File: src/rtl/gpio_bank_pkg.sv
// Package: shared constants and types of the GPIO bank.
// Assumes byte offsets fit in 8 bits; the decoder zero-extends them.
package gpio_bank_pkg;

    localparam int unsigned OFS_W = 8;

    localparam logic [OFS_W-1:0] OFS_LEVEL    = 8'h00;
    localparam logic [OFS_W-1:0] OFS_DIR      = 8'h0C;
    localparam logic [OFS_W-1:0] OFS_OUT_SET  = 8'h18;
    localparam logic [OFS_W-1:0] OFS_OUT_CLR  = 8'h24;
    localparam logic [OFS_W-1:0] OFS_RISE     = 8'h30;
    localparam logic [OFS_W-1:0] OFS_FALL     = 8'h3C;
    localparam logic [OFS_W-1:0] OFS_STAT     = 8'h48;
    localparam logic [OFS_W-1:0] OFS_DIR_SET  = 8'h54;
    localparam logic [OFS_W-1:0] OFS_DIR_CLR  = 8'h60;
    localparam logic [OFS_W-1:0] OFS_RISE_SET = 8'h6C;
    localparam logic [OFS_W-1:0] OFS_RISE_CLR = 8'h78;
    localparam logic [OFS_W-1:0] OFS_FALL_SET = 8'h84;
    localparam logic [OFS_W-1:0] OFS_FALL_CLR = 8'h90;
    localparam logic [OFS_W-1:0] OFS_FWD_SET  = 8'h9C;
    localparam logic [OFS_W-1:0] OFS_FWD_CLR  = 8'hA8;

    // One flag per decoded register address; at most one is set.
    typedef struct packed {
        logic level;
        logic dir;
        logic out_set;
        logic out_clr;
        logic rise;
        logic fall;
        logic stat;
        logic dir_set;
        logic dir_clr;
        logic rise_set;
        logic rise_clr;
        logic fall_set;
        logic fall_clr;
        logic fwd_set;
        logic fwd_clr;
    } addr_hit_t;

endpackage

File: src/rtl/gpio_bank_decode.sv
// Module: address decoder of the GPIO bank.
// Compares the full address against each register offset, so any
// address with upper bits set decodes to nothing. Purely combinational.
module gpio_bank_decode
    import gpio_bank_pkg::*;
#(
    parameter int unsigned ADDR_W = 32
) (
    input  logic [ADDR_W-1:0] addr,
    output addr_hit_t         hit
);

    localparam int unsigned PAD_W = ADDR_W - OFS_W;

    // Turns an 8-bit offset into a full-width address.
    function automatic logic [ADDR_W-1:0] widen(input logic [OFS_W-1:0] ofs);
        return {{PAD_W{1'b0}}, ofs};
    endfunction

    // Match the address against every offset.
    always_comb begin
        hit          = '0;
        hit.level    = (addr == widen(OFS_LEVEL));
        hit.dir      = (addr == widen(OFS_DIR));
        hit.out_set  = (addr == widen(OFS_OUT_SET));
        hit.out_clr  = (addr == widen(OFS_OUT_CLR));
        hit.rise     = (addr == widen(OFS_RISE));
        hit.fall     = (addr == widen(OFS_FALL));
        hit.stat     = (addr == widen(OFS_STAT));
        hit.dir_set  = (addr == widen(OFS_DIR_SET));
        hit.dir_clr  = (addr == widen(OFS_DIR_CLR));
        hit.rise_set = (addr == widen(OFS_RISE_SET));
        hit.rise_clr = (addr == widen(OFS_RISE_CLR));
        hit.fall_set = (addr == widen(OFS_FALL_SET));
        hit.fall_clr = (addr == widen(OFS_FALL_CLR));
        hit.fwd_set  = (addr == widen(OFS_FWD_SET));
        hit.fwd_clr  = (addr == widen(OFS_FWD_CLR));
    end

    // Every address selects at most one register.
    always_comb begin
        assert ($onehot0(hit))
            else $error("p_decode_onehot_r10: several registers selected");
    end

endmodule

File: src/rtl/gpio_setclr_reg.sv
// Module: one control word with a whole-word load plus set and clear
// strobes that use the data word as a bit mask.
// Assumes load, set and clr come from distinct addresses, so at most
// one of them is active in a cycle.
module gpio_setclr_reg #(
    parameter int unsigned WIDTH = 32
) (
    input  logic             clk,
    input  logic             rst_n,
    input  logic             load,
    input  logic             set,
    input  logic             clr,
    input  logic [WIDTH-1:0] data,
    output logic [WIDTH-1:0] q
);

    logic [WIDTH-1:0] set_mask;
    logic [WIDTH-1:0] clr_mask;

    // Turn the strobes into per-bit masks.
    always_comb begin
        set_mask = set ? data : '0;
        clr_mask = clr ? data : '0;
    end

    // Register update: reset, whole load, or masked set/clear.
    always_ff @(posedge clk) begin
        if (!rst_n) begin
            q <= '0;
        end else if (load) begin
            q <= data;
        end else begin
            q <= (q | set_mask) & ~clr_mask;
        end
    end

    // A set strobe leaves every written one set.
    p_set_bits_r2: assert property (@(posedge clk) disable iff (!rst_n)
        (set && !load) |=> ((q & $past(data)) == $past(data)));

    // A clear strobe leaves every written one cleared.
    p_clr_bits_r2: assert property (@(posedge clk) disable iff (!rst_n)
        (clr && !load) |=> ((q & $past(data)) == '0));

    // Without any strobe the word is held.
    p_hold_r2: assert property (@(posedge clk) disable iff (!rst_n)
        !(set || clr || load) |=> $stable(q));

endmodule

File: src/rtl/gpio_edge_detect.sv
// Module: pin synchronizer, edge detector and sticky edge status.
// Assumes pin_in is asynchronous; SYNC_STAGES flops (at least 2)
// resynchronize it. An edge compares the last stage with its value
// one cycle earlier. A new edge overrides a clear of the same bit.
module gpio_edge_detect #(
    parameter int unsigned WIDTH       = 32,
    parameter int unsigned SYNC_STAGES = 2
) (
    input  logic             clk,
    input  logic             rst_n,
    input  logic [WIDTH-1:0] pin_in,
    input  logic [WIDTH-1:0] rise_en,
    input  logic [WIDTH-1:0] fall_en,
    input  logic [WIDTH-1:0] clr_vec,
    output logic [WIDTH-1:0] level,
    output logic [WIDTH-1:0] status
);

    localparam int unsigned LAST = SYNC_STAGES - 1;

    logic [WIDTH-1:0] sync_q [SYNC_STAGES];
    logic [WIDTH-1:0] prev_q;
    logic [WIDTH-1:0] status_q;
    logic [WIDTH-1:0] set_vec;
    logic [WIDTH-1:0] en_any;

    // Shift the pad levels through the synchronizer chain.
    always_ff @(posedge clk) begin
        if (!rst_n) begin
            for (int i = 0; i < SYNC_STAGES; i++) begin
                sync_q[i] <= '0;
            end
        end else begin
            sync_q[0] <= pin_in;
            for (int i = 1; i < SYNC_STAGES; i++) begin
                sync_q[i] <= sync_q[i-1];
            end
        end
    end

    // Keep the previous synchronized level for edge comparison.
    always_ff @(posedge clk) begin
        if (!rst_n) begin
            prev_q <= '0;
        end else begin
            prev_q <= sync_q[LAST];
        end
    end

    // Enabled rising or falling transitions this cycle.
    always_comb begin
        set_vec = (sync_q[LAST] & ~prev_q & rise_en)
                | (~sync_q[LAST] & prev_q & fall_en);
        en_any  = rise_en | fall_en;
    end

    // Sticky status: clear on request, but a new edge wins.
    always_ff @(posedge clk) begin
        if (!rst_n) begin
            status_q <= '0;
        end else begin
            status_q <= (status_q & ~clr_vec) | set_vec;
        end
    end

    assign level  = sync_q[LAST];
    assign status = status_q;

    // An edge seen in the same cycle as its clear survives.
    p_edge_wins_r9: assert property (@(posedge clk) disable iff (!rst_n)
        1'b1 |=> ((status_q & $past(set_vec)) == $past(set_vec)));

    // A cleared bit with no new edge reads back as 0.
    p_w1c_clears_r7: assert property (@(posedge clk) disable iff (!rst_n)
        1'b1 |=> ((status_q & $past(clr_vec & ~set_vec)) == '0));

    // Newly set status bits need an enable in the prior cycle.
    p_enable_needed_r11: assert property (@(posedge clk) disable iff (!rst_n)
        1'b1 |=> ((status_q & ~$past(status_q) & ~$past(en_any)) == '0));

endmodule

File: src/rtl/gpio_edge_bank.sv
// Module: top of one 32-pin GPIO bank with edge interrupts.
// Assumes a single-cycle register write port and a combinational read.
// Pads are driven straight from the output and direction registers.
module gpio_edge_bank
    import gpio_bank_pkg::*;
#(
    parameter int unsigned ADDR_W      = 32,
    parameter int unsigned PIN_W       = 32,
    parameter int unsigned SYNC_STAGES = 2
) (
    input  logic              clk,
    input  logic              rst_n,
    input  logic [ADDR_W-1:0] reg_addr,
    input  logic              reg_wr_en,
    input  logic [PIN_W-1:0]  reg_wdata,
    output logic [PIN_W-1:0]  reg_rdata,
    input  logic [PIN_W-1:0]  pin_in,
    output logic [PIN_W-1:0]  pin_out,
    output logic [PIN_W-1:0]  pin_oe,
    output logic              irq
);

    addr_hit_t        hit;
    addr_hit_t        wr;
    logic [PIN_W-1:0] dir_q;
    logic [PIN_W-1:0] out_q;
    logic [PIN_W-1:0] rise_q;
    logic [PIN_W-1:0] fall_q;
    logic [PIN_W-1:0] fwd_q;
    logic [PIN_W-1:0] level;
    logic [PIN_W-1:0] status;
    logic [PIN_W-1:0] stat_clr;

    gpio_bank_decode #(.ADDR_W(ADDR_W)) u_decode (
        .addr (reg_addr),
        .hit  (hit)
    );

    // Qualify the decoded address with the write strobe.
    always_comb begin
        wr       = reg_wr_en ? hit : '0;
        stat_clr = wr.stat ? reg_wdata : '0;
    end

    gpio_setclr_reg #(.WIDTH(PIN_W)) u_dir (
        .clk (clk), .rst_n (rst_n), .load (wr.dir),
        .set (wr.dir_set), .clr (wr.dir_clr), .data (reg_wdata), .q (dir_q)
    );

    gpio_setclr_reg #(.WIDTH(PIN_W)) u_out (
        .clk (clk), .rst_n (rst_n), .load (1'b0),
        .set (wr.out_set), .clr (wr.out_clr), .data (reg_wdata), .q (out_q)
    );

    gpio_setclr_reg #(.WIDTH(PIN_W)) u_rise (
        .clk (clk), .rst_n (rst_n), .load (wr.rise),
        .set (wr.rise_set), .clr (wr.rise_clr), .data (reg_wdata), .q (rise_q)
    );

    gpio_setclr_reg #(.WIDTH(PIN_W)) u_fall (
        .clk (clk), .rst_n (rst_n), .load (wr.fall),
        .set (wr.fall_set), .clr (wr.fall_clr), .data (reg_wdata), .q (fall_q)
    );

    gpio_setclr_reg #(.WIDTH(PIN_W)) u_fwd (
        .clk (clk), .rst_n (rst_n), .load (1'b0),
        .set (wr.fwd_set), .clr (wr.fwd_clr), .data (reg_wdata), .q (fwd_q)
    );

    gpio_edge_detect #(.WIDTH(PIN_W), .SYNC_STAGES(SYNC_STAGES)) u_edge (
        .clk     (clk),
        .rst_n   (rst_n),
        .pin_in  (pin_in),
        .rise_en (rise_q),
        .fall_en (fall_q),
        .clr_vec (stat_clr),
        .level   (level),
        .status  (status)
    );

    // Read mux: readable registers only, everything else returns 0.
    always_comb begin
        reg_rdata = '0;
        if (hit.level) reg_rdata = level;
        if (hit.dir)   reg_rdata = dir_q;
        if (hit.rise)  reg_rdata = rise_q;
        if (hit.fall)  reg_rdata = fall_q;
        if (hit.stat)  reg_rdata = status;
    end

    // Pad drive and combined interrupt.
    always_comb begin
        pin_out = out_q;
        pin_oe  = dir_q;
        irq     = |(status & fwd_q);
    end

    // Write-only aliases never return data.
    p_alias_reads_zero_r10: assert property (@(posedge clk) disable iff (!rst_n)
        (hit.out_set || hit.out_clr || hit.dir_set || hit.dir_clr ||
         hit.rise_set || hit.rise_clr || hit.fall_set || hit.fall_clr ||
         hit.fwd_set || hit.fwd_clr) |-> (reg_rdata == '0));

    // With an empty forwarding mask the interrupt stays low.
    p_irq_needs_mask_r8: assert property (@(posedge clk) disable iff (!rst_n)
        (fwd_q == '0) |-> !irq);

    // A masked-in status bit always raises the interrupt.
    p_irq_from_status_r8: assert property (@(posedge clk) disable iff (!rst_n)
        ((status & fwd_q) != '0) |-> irq);

endmodule

File: config.mk
export PLATFORM = sky130hd
export DESIGN_NAME = gpio_edge_bank
export DESIGN_NICKNAME = d
export VERILOG_FILES = /design/src/rtl/gpio_bank_pkg.sv /design/src/rtl/gpio_bank_decode.sv /design/src/rtl/gpio_setclr_reg.sv /design/src/rtl/gpio_edge_detect.sv /design/src/rtl/gpio_edge_bank.sv
export SDC_FILE = /design/constraint.sdc
export NUM_CORES = 1
export LEC_CHECK = 0
export BUFFER_PORTS_ARGS = -buffer_cell sky130_fd_sc_hd__buf_4
export CAP_MARGIN = 40
export CORE_ASPECT_RATIO = 1.4
export CORE_MARGIN = 2
export CORE_UTILIZATION = 51
export CTS_BUF_LIST = sky130_fd_sc_hd__clkbuf_16
export CTS_CLUSTER_SIZE = 28
export DETAILED_ROUTE_END_ITERATION = 16
export GPL_TIMING_DRIVEN = 0
export PLACE_DENSITY = 0.76
export SETUP_SLACK_MARGIN = 0.1
export SYNTH_ARGS = -nofsm -noshare
export SYNTH_HDL_FRONTEND = slang
export SYNTH_SLANG_ARGS = --single-unit
File: constraint.sdc
create_clock -name clk -period 2 [get_ports clk]
set_clock_uncertainty 0.15 [all_clocks]
set_input_delay 0.2 -clock clk [delete_from_list [all_inputs] [get_ports clk]]
set_output_delay 0.2 -clock clk [all_outputs]
set_load 0.005 [all_outputs]
==> flow_metrics.py, run 1 <==
metrics = {
    "sta": {
        "rsz0062_at_grt": "yes",
        "clock.fmax_mhz": 399,
        "finalCritPeriodShare_pct": 125,
        "maxSlewHeadroom_pct": 17.1,
        "final-hold-violation-count": 0,
        "setup_viol": 84,
        "period_minus_slack_ns": 2.50,
        "final-max-slew-violation-count": 0,
        "fin_ws_ns": -0.503,
        "fin_setup_tns_ns": -13.39,
        "fin_hold_ws_ns": 0.0910,
        "tightest_slew_ns": 1.24,
    },
    "detailed_routing": {
        "drtAntennaViolNets": 0,
        "finalWirelength_um": 54600,
        "drc": 0,
        "vias_per_cell": 6.62,
        "num_vias": 14000,
        "drt-initial-drc-count": 1908,
        "firstDrtPassIters": 6,
        "routedWlPerCell_um": 25.8,
    },
    "outcome": {
        "status": "finished with violations",
        "violations": "setup timing",
    },
    "worst_setup_path": {
        "required_ns": 1.65,
        "critPathLaunch": "u_edge.status[10]",
        "critPathCapture": "irq",
        "path_class": "reg -> out",
        "worstSetupEndpointType": "output pin",
        "ff2ff_path_depth": 2,
        "slowest_delay_ns": 0.53,
        "crit_chain": "a22o_1 > a221oi_2 > nand3_1 > or4_4 > buf_6",
        "critPathMaxFanout": 2,
        "worst_setup_path_start_kind": "flop",
        "rrSetupSlack_ns": 0.86,
        "arrival_ns": 2.15,
        "rr_startpoint": "u_dir.q[1]",
        "critPathSlowestCell": "or4_4",
        "reg2reg_to": "u_dir.q[1]",
    },
    "cts": {
        "htreeDepth": 1,
        "cts.sinks": 288,
        "cts_tree": "built",
        "clk_latency_ns": 0.57,
        "cts.reportedPaths.clkPinSlew_ns": 0.07,
        "cts_buffers": 29,
        "cts_root_buffer": "clkbuf_16",
        "cts.path.max_buffers": 3,
    },
    "die": {
        "die_x_um": 137,
        "ios": 196,
        "row_count": 68,
        "die-area_sq_um": 26000,
        "die_h_um": 190,
        "core_sq_um": 24500,
        "start_util_pct": 51.4,
    },
    "pwr": {
        "clkPwrFrac_pct": 42.0,
        "power.leakage_nw": 6.88,
        "p_per_area_nw_per_um2": 642,
        "pwr-share-comb_pct": 8.3,
        "ir_drop_uv": 707,
        "p_sw_mw": 2.97,
        "p_int_mw": 8.82,
        "power_mw": 11.8,
        "p_seq_share_pct": 49.7,
        "swShare_pct": 25.2,
    },
    "flow_run": {
        "drv_cap": 0,
    },
    "synth": {
        "synth-seq-cells": 288,
        "syn_avg_cell_area_sq_um": 8.72,
        "synth_edf_count": 0,
        "synth_compound_area_share_pct": 26.2,
        "yosys.area_share.simple_pct": 22.9,
        "synth.distinct_cells": 49,
        "synth_fa_ha_area_share_pct": 0,
        "yosysWarningCount": 0,
        "syn_area_sq_um": 12600,
        "synth_largest_area_cell": "dfxtp_1",
        "async_flop_share_pct": 0,
        "synth_mux_area_share_pct": 0,
        "synth_xor_area_share_pct": 0,
        "synth_top_family_by_area": "compound AO/OA/AOI/OAI gates",
        "synth_top_area_share_pct": 45.7,
        "ys_top_cells_by_area": "dfxtp_1 (46%), o211ai_1 (5.0%), and2_1 (4.8%)",
        "syn_nets": 1544,
        "synth_seq_area_share_pct": 45.7,
        "synth_cells": 1445,
        "synth_ff_type": "dfxtp_1",
    },
    "placed_design": {
        "dp_cells": 1922,
        "gp_congestion": 0.948,
        "dpl_cell_area_sq_um": 14300,
        "dp_slack_ns": -0.840,
        "dpl.hpwl_um": 32900,
        "numPortBuffers": 160,
    },
    "cells_and_area": {
        "fin_nets": 1876,
        "fin_cells": 2112,
        "postLayoutCellArea_sq_um": 18300,
        "drive_gt1_share_pct": 31.2,
        "diodes": 0,
        "n_fill_cell": 1679,
        "final_util_pct": 74.9,
        "areaGrowthSynthToFinish_pct": 45.5,
    },
    "global_route": {
        "grt_first_pass_wirelength_um": 77500,
        "grt_pass1_vias": 13400,
        "grt.total_usage_pct": 39.1,
        "grt.overflow.total": 0,
        "antenna_found_initial": 2,
        "grt_max_degree": 18,
    },
    "hold_path": {
        "hold_path.class": "in -> reg",
    },
}
## placed cells by master (no fill, tap or decap), types with 58 or more instances in the layout
master	n
o211ai_1	84
o21ai_1	68
a21oi_1	58
o21ai_0	67
buf_6	61
dlygate4sd3_1	64
nand3b_1	66
buf_4	174
dfxtp_1	282
and2_1	97
nand2_1	117
## kinds of logic (layout without fill, tap and decap cells)
group | after synthesis | in the layout
AND/OR/NAND/NOR | 497 | 497
AO/OA/AOI/OAI | 506 | 506
flip-flops | 288 | 288
buffers and inverters | 154 | 506
## synth_stat cells, types with 4 or more instances
cell type,count
nor2b_1,33
o21ai_1,59
o211ai_1,84
nor2_1,4
and2_1,97
buf_2,54
nand2_1,155
a31oi_1,33
o22ai_1,20
o31ai_1,31
nand4_1,4
nor4_1,65
o22a_1,12
a32o_1,32
buf_1,4
a21oi_1,94
nand3b_1,66
o41a_1,4
nor4_2,4
or2_1,31
nand3_1,20
o21ai_0,81
a22oi_1,44
dfxtp_1,288
clkbuf_1,91
## worst max-delay path: cells and delay by family, from the launching register on
family,cells,cell delay (ns)
buffers and inverters,1,0.14
and+or+nand+nor,2,0.64
DFF,1,0.33
AOI/OAI and AO/OA,2,0.48
## sequential cells by signal, summed over array words and instances, names as in the netlist
register / count
u_edge.status: 32
u_edge.prev_q: 32
u_edge.sync_q: 64
u_fwd.q: 32
u_rise.q: 32
u_dir.q: 32
u_out.q: 32
u_fall.q: 32
## area by class of cell
type | instances | area (sq um) | share of cell area, %
buffer | 146 | 1250 | 6.83
clock buffer | 29 | 726 | 3.96
clock inverter | 22 | 93.8 | 0.512
inverter | 5 | 20.0 | 0.109
multi-input combinational | 1003 | 7240 | 39.5
sequential | 288 | 5780 | 31.5
tap | 315 | 394 | 2.15
timing repair buffer | 304 | 2840 | 15.5
## how the worst min path moves through the flow
stage,start,to,cells past startpoint
3_3_place_gp,pin_in[9],u_edge.sync_q[0][9],2
3_5_place_dp,pin_in[4],u_edge.sync_q[0][4],2
5_1_grt,reg_addr[5],u_fwd.q[22],4
6_report,reg_addr[5],u_fwd.q[22],4
2_1_floorplan,pin_in[0],u_edge.sync_q[0][0],1
4_1_cts,reg_addr[6],u_fwd.q[22],4
## timing repair
item / in CTS / in global routing
gates cloned: 8 / 5
setup buffers: 46 / 23
pin swaps: 70 / 105
endpoints found under the hold margin: 186 / 0
resized for setup: 257 / 228
endpoints found under the setup margin: 144 / 183
hold buffers: 64 / 0
## routing by layer
metal  routed length [um]  track usage [%]  vias up
met1                19100             46.8     6606
li1                     -                -     6003
met4                 4520             26.4        2
met3                 5710             8.79      317
met2                25200             62.2     1059
met5                   11                0        -
## power by group through the flow
stage	registers [mW]	logic, mW	clock network, mW
CTS	5.86	0.873	4.90
global placement	5.98	0.650	0
floorplan	5.97	0.352	0
finish	5.86	0.975	4.95
global route	5.86	1.01	5.15
detailed placement	5.98	0.664	0
Power figures use the tool's default switching activity.
==> run 2, diff against run 1 <==
- CORE_ASPECT_RATIO: 1.4 -> 1.25
==> flow_metrics.py, run 2 (same netlist as run 1, synthesis figures left out) <==
metrics = {
    "sta": {
        "fin_ws_ns": -0.509,
        "rsz0062_at_grt": "yes",
        "maxSlewHeadroom_pct": 28.8,
        "tightest_slew_ns": 1.07,
        "finalCritPeriodShare_pct": 125,
        "final-max-slew-violation-count": 0,
        "clock.fmax_mhz": 399,
        "final-hold-violation-count": 0,
        "period_minus_slack_ns": 2.51,
        "setup_viol": 42,
    },
    "worst_setup_path": {
        "rrSetupSlack_ns": 0.81,
        "worst_setup_path_start_kind": "flop",
        "critPathLaunch": "u_edge.status[26]",
        "crit_buf_inv": 1,
        "ff2ff_path_depth": 2,
        "path_class": "reg -> out",
        "critPathCapture": "irq",
        "reg2reg_to": "u_edge.status[22]",
        "crit_cells": 5,
        "critPathMaxFanout": 3,
        "rr_startpoint": "u_edge.status[22]",
        "crit_family": "simple AND/OR/NAND/NOR gates",
        "worstSetupEndpointType": "output pin",
        "required_ns": 1.65,
        "slowest_delay_ns": 0.57,
        "critPathSlowestCell": "or4_4",
        "arrival_ns": 2.16,
        "crit_chain": "a22o_1 > a221oi_2 > nand3_1 > or4_4 > buf_6",
    },
    "cells_and_area": {
        "n_fill_cell": 1666,
        "seqCellArea_sq_um": 5770,
        "areaGrowthSynthToFinish_pct": 44.1,
        "drive_gt1_share_pct": 29.3,
        "max_flop_register": "u_edge.sync_q",
        "layout_commonest_cell": "dfxtp_1",
        "mostFrequentLayoutCells": "dfxtp_1 (283), buf_4 (171), nand2_1 (120)",
        "final_util_pct": 74.4,
        "fin_nets": 1876,
        "diodes": 0,
        "largest_reg_flops": 64,
        "multi_input_area_sq_um": 6940,
    },
    "detailed_routing": {
        "routedWlPerCell_um": 25.1,
        "drc": 0,
        "finalWirelength_um": 53400,
        "drtAntennaViolNets": 0,
        "vias_per_cell": 6.58,
        "firstDrtPassIters": 6,
        "drt-initial-drc-count": 1842,
        "num_vias": 14000,
    },
    "cts": {
        "cts.path.max_buffers": 3,
        "cts_root_buffer": "clkbuf_16",
        "clk_latency_ns": 0.56,
        "cts.sinks": 288,
        "cts_tree": "built",
        "htreeDepth": 1,
        "cts_buffers": 29,
        "cts.reportedPaths.clkPinSlew_ns": 0.07,
    },
    "die": {
        "core_sq_um": 24400,
        "die_x_um": 145,
        "start_util_pct": 51.6,
        "ios": 196,
        "die_h_um": 180,
        "die-area_sq_um": 26000,
        "row_count": 64,
    },
    "pwr": {
        "p_seq_share_pct": 46.5,
        "clkPwrFrac_pct": 45.8,
        "power.leakage_nw": 6.86,
        "p_per_area_nw_per_um2": 693,
        "ir_drop_uv": 662,
        "p_int_mw": 9.62,
        "pwr-share-comb_pct": 7.7,
        "p_sw_mw": 2.97,
        "swShare_pct": 23.6,
    },
    "global_route": {
        "grt_pass1_vias": 12700,
        "grt.total_usage_pct": 37.5,
        "grt_first_pass_wirelength_um": 75200,
        "antenna_found_initial": 1,
        "grt_max_degree": 18,
        "grt.overflow.total": 0,
    },
    "placed_design": {
        "dpl.hpwl_um": 32200,
        "gp_congestion": 1.00,
        "dp_slack_ns": -0.799,
        "numPortBuffers": 160,
    },
    "hold_path": {
        "hold_path.class": "in -> reg",
    },
    "outcome": {
        "status": "finished with violations",
        "violations": "setup timing",
    },
    "flow_run": {
        "drv_cap": 0,
    },
}
[run 2: cell type report]
type	instances	share of cell area (%)
multi-input cells	1003	38.2
flip-flops and latches	288	31.8
repair buffers	302	15.8
plain buffers	148	6.44
clock buffers	29	3.99
well taps	330	2.27
clock inverters	23	1.44
inverters	5	0.124
[run 2: power groups by stage]
stage                     clock [mW]  combinational [mW]  sequential, mW
final                           5.76               0.970            5.86
after global routing            5.99                1.01            5.86
after CTS                       5.74               0.858            5.85
after detailed placement           0               0.659            5.98
after global placement             0               0.650            5.98
after floorplan                    0               0.352            5.97
[run 2: worst min path at each step]
stage / slack, ns / startpoint / end / depth (start not counted)
floorplan: 0.18 / pin_in[0] / u_edge.sync_q[0][0] / 1
global placement: 0.26 / pin_in[8] / u_edge.sync_q[0][8] / 2
detailed placement: 0.26 / pin_in[6] / u_edge.sync_q[0][6] / 2
CTS: 0.08 / reg_wr_en / u_edge.status[0] / 4
global route: 0.16 / reg_wr_en / u_edge.status[1] / 4
finish: 0.13 / reg_wr_en / u_edge.status[1] / 4
[run 2: timing repair]
action,in CTS,in global routing
hold buffers,65,0
hold endpoints to repair,187,0
gates cloned,9,9
resized for setup,216,177
setup buffers,35,25
endpoints found under the setup margin,155,168
pin swaps,72,83
[run 2: routing by layer]
layer	GRT usage, %	vias up	part of all wire, %
li1	-	6010	-
met1	47.0	6552	36
met2	58.5	1109	45
met3	8.44	322	12
met4	22.4	2	7.6
met5	0	-	0.022
[run 2: worst min-delay path, delay by kind of cell]
kind	cells	cell delay, ns
AOI/OAI and AO/OA	2	0.23
buffers and inverters	1	0.19
and+or+nand+nor	1	0.18
[run 2: metrics by stage]
step / area, sq um / cells / TNS, ns / power, mW / hold slack [ns]
after floorplan: 12700 / 1445 / 0 / 6.32 / 0.177
after global placement: 14400 / 1935 / -132.20 / 6.63 / 0.258
after global routing: 18200 / 2128 / -7.93 / 12.9 / 0.159
final: 18200 / 2128 / -6.32 / 12.6 / 0.135
after detailed placement: 14400 / 1937 / -120.92 / 6.64 / 0.261
after CTS: 17300 / 2096 / -3.13 / 12.4 / 0.0815
